**src/rtl/hz_pkg.sv**
```systemverilog
package hz_pkg;
  typedef enum logic [1:0] {
    SEL_RF  = 2'b00,
    SEL_MWB = 2'b01,
    SEL_EXM = 2'b10
  } opnd_sel_e;
endpackage

```
**src/rtl/fwd_pick.sv**
```systemverilog
module fwd_pick
  import hz_pkg::*;
#(
  parameter int REG_W = 5
) (
  input  logic [REG_W-1:0] src,
  input  logic [REG_W-1:0] exm_rd,
  input  logic             exm_wen,
  input  logic [REG_W-1:0] mwb_rd,
  input  logic             mwb_wen,
  output opnd_sel_e        sel
);
  logic exm_hit;
  logic mwb_hit;

  always_comb begin
    exm_hit = exm_wen && (exm_rd != '0) && (exm_rd == src);
    mwb_hit = mwb_wen && (mwb_rd != '0) && (mwb_rd == src);
    if (exm_hit)      sel = SEL_EXM;
    else if (mwb_hit) sel = SEL_MWB;
    else              sel = SEL_RF;
  end
endmodule

```
**src/rtl/load_use_det.sv**
```systemverilog
module load_use_det #(
  parameter int REG_W = 5,
  parameter int NSRC  = 2
) (
  input  logic [NSRC*REG_W-1:0] id_srcs,
  input  logic [REG_W-1:0]      ex_rd,
  input  logic                  ex_wen,
  input  logic                  ex_is_load,
  output logic                  hazard
);
  logic            producer_ok;
  logic [NSRC-1:0] src_match;

  assign producer_ok = ex_is_load && ex_wen && (ex_rd != '0);

  for (genvar g = 0; g < NSRC; g++) begin : g_src
    assign src_match[g] = (id_srcs[g*REG_W +: REG_W] == ex_rd);
  end

  assign hazard = producer_ok && (|src_match);
endmodule

```
**src/rtl/port_conflict.sv**
```systemverilog
module port_conflict #(
  parameter bit SHARED_MEM = 1'b1
) (
  input  logic clk,
  input  logic rst_n,
  input  logic ex_is_load,
  input  logic ex_is_store,
  output logic conflict
);
  if (SHARED_MEM) begin : g_shared
    logic mem_busy_q;
    logic mem_busy_d;
    logic mem_busy_en;

    always_comb begin
      mem_busy_en = 1'b1;
      mem_busy_d  = ex_is_load || ex_is_store;
    end

    always_ff @(posedge clk or negedge rst_n) begin
      if (!rst_n)           mem_busy_q <= 1'b0;
      else if (mem_busy_en) mem_busy_q <= mem_busy_d;
    end

    assign conflict = mem_busy_q;

    // a memory operation leaving execute blocks fetch in the next cycle
    a_r8_port_stall: assert property (@(posedge clk) disable iff (!rst_n)
      (ex_is_load || ex_is_store) |=> conflict);
  end else begin : g_split
    logic unused_ok;
    assign unused_ok = clk ^ rst_n ^ ex_is_load ^ ex_is_store;
    assign conflict  = 1'b0 & unused_ok;
  end
endmodule

```
**src/rtl/pipe_hazard_unit.sv**
```systemverilog
module pipe_hazard_unit
  import hz_pkg::*;
#(
  parameter int REG_W      = 5,
  parameter bit SHARED_MEM = 1'b1
) (
  input  logic             clk,
  input  logic             rst_n,
  input  logic [REG_W-1:0] id_rs1,
  input  logic [REG_W-1:0] id_rs2,
  input  logic [REG_W-1:0] ex_rs1,
  input  logic [REG_W-1:0] ex_rs2,
  input  logic [REG_W-1:0] ex_rd,
  input  logic             ex_wen,
  input  logic             ex_is_load,
  input  logic             ex_is_store,
  input  logic [REG_W-1:0] exm_rd,
  input  logic             exm_wen,
  input  logic [REG_W-1:0] mwb_rd,
  input  logic             mwb_wen,
  output logic [1:0]       fwd_a,
  output logic [1:0]       fwd_b,
  output logic             stall,
  output logic             bubble
);
  localparam int NSRC = 2;

  logic [NSRC*REG_W-1:0] id_srcs;
  logic [NSRC*REG_W-1:0] ex_srcs;
  opnd_sel_e             sel [NSRC];
  logic                  lu_hazard;
  logic                  port_busy;
  logic                  hold;

  assign id_srcs = {id_rs2, id_rs1};
  assign ex_srcs = {ex_rs2, ex_rs1};

  for (genvar g = 0; g < NSRC; g++) begin : g_opnd
    fwd_pick #(.REG_W(REG_W)) u_pick (
      .src     (ex_srcs[g*REG_W +: REG_W]),
      .exm_rd  (exm_rd),
      .exm_wen (exm_wen),
      .mwb_rd  (mwb_rd),
      .mwb_wen (mwb_wen),
      .sel     (sel[g])
    );
  end

  load_use_det #(.REG_W(REG_W), .NSRC(NSRC)) u_lu (
    .id_srcs    (id_srcs),
    .ex_rd      (ex_rd),
    .ex_wen     (ex_wen),
    .ex_is_load (ex_is_load),
    .hazard     (lu_hazard)
  );

  port_conflict #(.SHARED_MEM(SHARED_MEM)) u_port (
    .clk         (clk),
    .rst_n       (rst_n),
    .ex_is_load  (ex_is_load),
    .ex_is_store (ex_is_store),
    .conflict    (port_busy)
  );

  assign hold   = lu_hazard || port_busy;
  assign fwd_a  = sel[0];
  assign fwd_b  = sel[1];
  assign stall  = hold;
  assign bubble = hold;

  // reserved code never reaches the muxes
  a_r1_legal_sel: assert property (@(posedge clk) disable iff (!rst_n)
    (fwd_a != 2'b11) && (fwd_b != 2'b11));

  // newest producer wins for operand A
  a_r4_exm_first: assert property (@(posedge clk) disable iff (!rst_n)
    (exm_wen && mwb_wen && exm_rd == ex_rs1 && mwb_rd == ex_rs1 && ex_rs1 != '0)
      |-> (fwd_a == 2'b10));

  // register 0 is never bypassed
  a_r5_zero_reg: assert property (@(posedge clk) disable iff (!rst_n)
    ((ex_rs1 == '0) |-> (fwd_a == 2'b00)) and ((ex_rs2 == '0) |-> (fwd_b == 2'b00)));

  // dependent load in execute freezes front end and drops a bubble
  a_r6_load_use: assert property (@(posedge clk) disable iff (!rst_n)
    (ex_is_load && ex_wen && ex_rd != '0 && (ex_rd == id_rs1 || ex_rd == id_rs2))
      |-> (stall && bubble));

  if (!SHARED_MEM) begin : g_chk_split
    // without a shared port only a load in execute can freeze fetch
    a_r7_stall_cause: assert property (@(posedge clk) disable iff (!rst_n)
      stall |-> (ex_is_load && ex_wen));
  end
endmodule

```
**config.mk**
```make
export PLATFORM = sky130hd
export DESIGN_NAME = pipe_hazard_unit
export DESIGN_NICKNAME = d
export VERILOG_FILES = /design/src/rtl/hz_pkg.sv /design/src/rtl/fwd_pick.sv /design/src/rtl/load_use_det.sv /design/src/rtl/port_conflict.sv /design/src/rtl/pipe_hazard_unit.sv
export SDC_FILE = /design/constraint.sdc
export NUM_CORES = 1
export LEC_CHECK = 0
export CAP_MARGIN = 20
export CORE_MARGIN = 2
export CORE_UTILIZATION = 26
export DETAILED_ROUTE_END_ITERATION = 10
export PLACE_DENSITY_LB_ADDON = 0.1
export SETUP_SLACK_MARGIN = 0.3
export SLEW_MARGIN = 20
export SYNTH_ARGS = -nofsm -noshare
export SYNTH_HDL_FRONTEND = slang
export SYNTH_HIERARCHICAL = 1
export SYNTH_SLANG_ARGS = --single-unit
```
**constraint.sdc**
```tcl
create_clock -name clk -period 1.3 [get_ports clk]
set_input_delay 0.13 -clock clk [delete_from_list [all_inputs] [get_ports clk]]
set_output_delay 0.13 -clock clk [all_outputs]
set_load 0.01 [all_outputs]
```
==> qor.yml <==
yosys:
  synth_cells: 63
  yosys_warnings: 6
  synth_top_family_by_area: "XOR/XNOR gates"
  synth.area.mux_share: 0
  yosysSeqAreaShare: 0.0505
  ys_seq_elements: 1
  synth_xor_xnor_area_share: 0.460
  synthSimpleGateAreaFrac: 0.273
  synthesis.nets: 105
  ys_types: 16
  synth-compound-area-share: 0.172
  synth.avg_cell_area_um2: 7.86
  synth-adder-area-share: 0
  syn-cell-area_um2: 495
timing:
  fmax_ghz: 0.704
  hold_slack_ns: 0.283
  final.period_utilization: 1.09
  setup_viol: 2
  worst_slew_pin_slew_ns: 0.292
  report.final.slew_viol_count: 0
  hold_viol_final: 0
  fin_tns_setup_ns: -0.238
  max_slew_margin: 0.803
  fin_ws_ns: -0.120
  rsz0062_at_grt: "true"
  period_needed_ns: 1.42
global_routing:
  grt_pass1_wl_um: 2840
  grt-ovfl-total: 0
  met1_usage: 0.217
  grt_max_degree: 5
  grt_use_met2: 0.338
  use_met3: 0.00755
  grt_pass1_vias: 655
  grt_usage: 0.172
  busiest_layer: "met2"
  antenna_found_initial: 0
power:
  switchingPower_w: 0.000137
  p_comb_frac: 0.910
  power_density_nw_per_um2: 322
  p_int_w: 0.000238
  ir_worst_vdd_uv: 220
  sw_frac_of_total: 0.366
  power_frac_seq: 0.090
  p_leak_nw: 0.500
  clkPwrFrac: 0
layout:
  finalInstanceArea_um2: 1160
  drive_gt1_frac: 0.525
  num-fill-cells: 165
  diodes: 0
  syn2layout_area_growth_pct: 135
  mostFrequentLayoutCell: "buf_4"
  final_net_count: 166
  largest_register_ffs: 1
  final_cell_mix: "16 x buf_4, 13 x buf_2, 12 x xor2_1"
worst_setup_path:
  arrival_ns: 1.29
  crit_type: "input pin to primary output"
  endpoint_kind: "primary output"
  worstPathMaxFanout: 2
  cp-start-kind: "input pin"
  cp.required_ns: 1.17
route:
  antenna_left: 0
  drcViolationCount: 0
  vias: 668
  wl_per_cell_um: 12.6
  via_per_inst: 4.54
  drt_iter0_drc: 5
  wl_um: 1850
  first_pass_iters: 2
floorplanning:
  die_area_um2: 2270
  rows: 15
  die_x_um: 47.7
  core_area_um2: 1760
  initial_core_util: 0.281
  fp.dieH_um: 47.7
  pin_count: 48
status:
  violations: "setup timing"
  status: "complete, but fails checks"
place:
  dpl_cell_area_um2: 1070
  dpl.hpwl_um: 1540
  gp_congestion: 0.741
  port_buffers: 47
hold_path:
  hp-class: "input pin to async pin"
clock_network:
  holdBufCountCts: 0
  clkTransAtPathRegs_ns: 0
run:
  maxCapViolations: 0
==> critical path, stage by stage <==
cell and delay (ns):
buf_6 0.09, or4_4 0.52, o211ai_2 0.14, a21oi_1 0.05
or2_1 0.21, buf_2 0.14
==> power groups by stage <==
stage	Clock [W]	Combinational [W]	Sequential, W
2_1_floorplan	0	0.000105	0.0000334
5_1_grt	0	0.000368	0.0000339
3_5_place_dp	0	0.000310	0.0000336
3_3_place_gp	0	0.000304	0.0000335
6_report	0	0.000341	0.0000336
4_1_cts	0	0.000329	0.0000336
==> cell type report <==
type,count,area [um^2],area share
Multi-Input combinational cell,59,574,0.494
Sequential cell,1,25.0,0.0215
Tap cell,25,31.3,0.0269
Timing Repair Buffer,62,533,0.458
==> cell usage after synthesis <==
cell type / number / area share
nand2_1: 4 / 0.030
dfrtp_1: 1 / 0.050
nor3_2: 2 / 0.040
a211oi_2: 2 / 0.050
xor2_1: 12 / 0.21
o41ai_2: 2 / 0.066
nand3_1: 6 / 0.061
a21oi_1: 3 / 0.030
nor3_1: 6 / 0.061
o211ai_2: 1 / 0.025
or4_1: 1 / 0.015
or2_1: 2 / 0.025
buf_4: 3 / 0.045
nor4_1: 2 / 0.025
nor2_1: 2 / 0.015
xnor2_1: 14 / 0.25
==> worst paths after layout <==
check	from	to	slack, ns	cells after the start
worst max-delay path	ex_rd[1]	stall	-0.12	6
worst min-delay path	rst_n	u_port/conflict	0.28	1
max in group asynchronous	rst_n	u_port/conflict	0.92	1
min in group clk	ex_is_load	u_port/conflict	0.59	3
==> per-layer routing <==
metal	wire length, um	up-vias	share of wire
met5	0	-	0
met4	0	0	0
met3	126	0	0.068
met2	968	22	0.52
met1	750	305	0.41
li1	-	341	-
==> what timing repair did <==
action,CTS,global route
setup endpoints to repair,7,6
gates resized for setup,163,6
pin swaps,33,9
setup buffers,3,0
==> per-stage QoR <==
stage | std cells | setup slack (ns) | utilization | power, W
after floorplan | 63 | -0.0635 | - | 0.000138
after global routing | 147 | -0.175 | 0.660 | 0.000402
after global placement | 144 | -0.817 | 0.606 | 0.000338
after detailed placement | 144 | -0.842 | 0.606 | 0.000344
final | 147 | -0.120 | 0.660 | 0.000375
after CTS | 147 | -0.147 | 0.643 | 0.000363
==> cell families after synthesis <==
| family | after synthesis |
|---|---|
| flip-flops | 1 |
| buffers and inverters | 3 |
| AO/OA/AOI/OAI | 8 |
| AND/OR/NAND/NOR | 25 |
| XOR/XNOR | 26 |
Note: power is estimated with default switching activity, not from simulation.
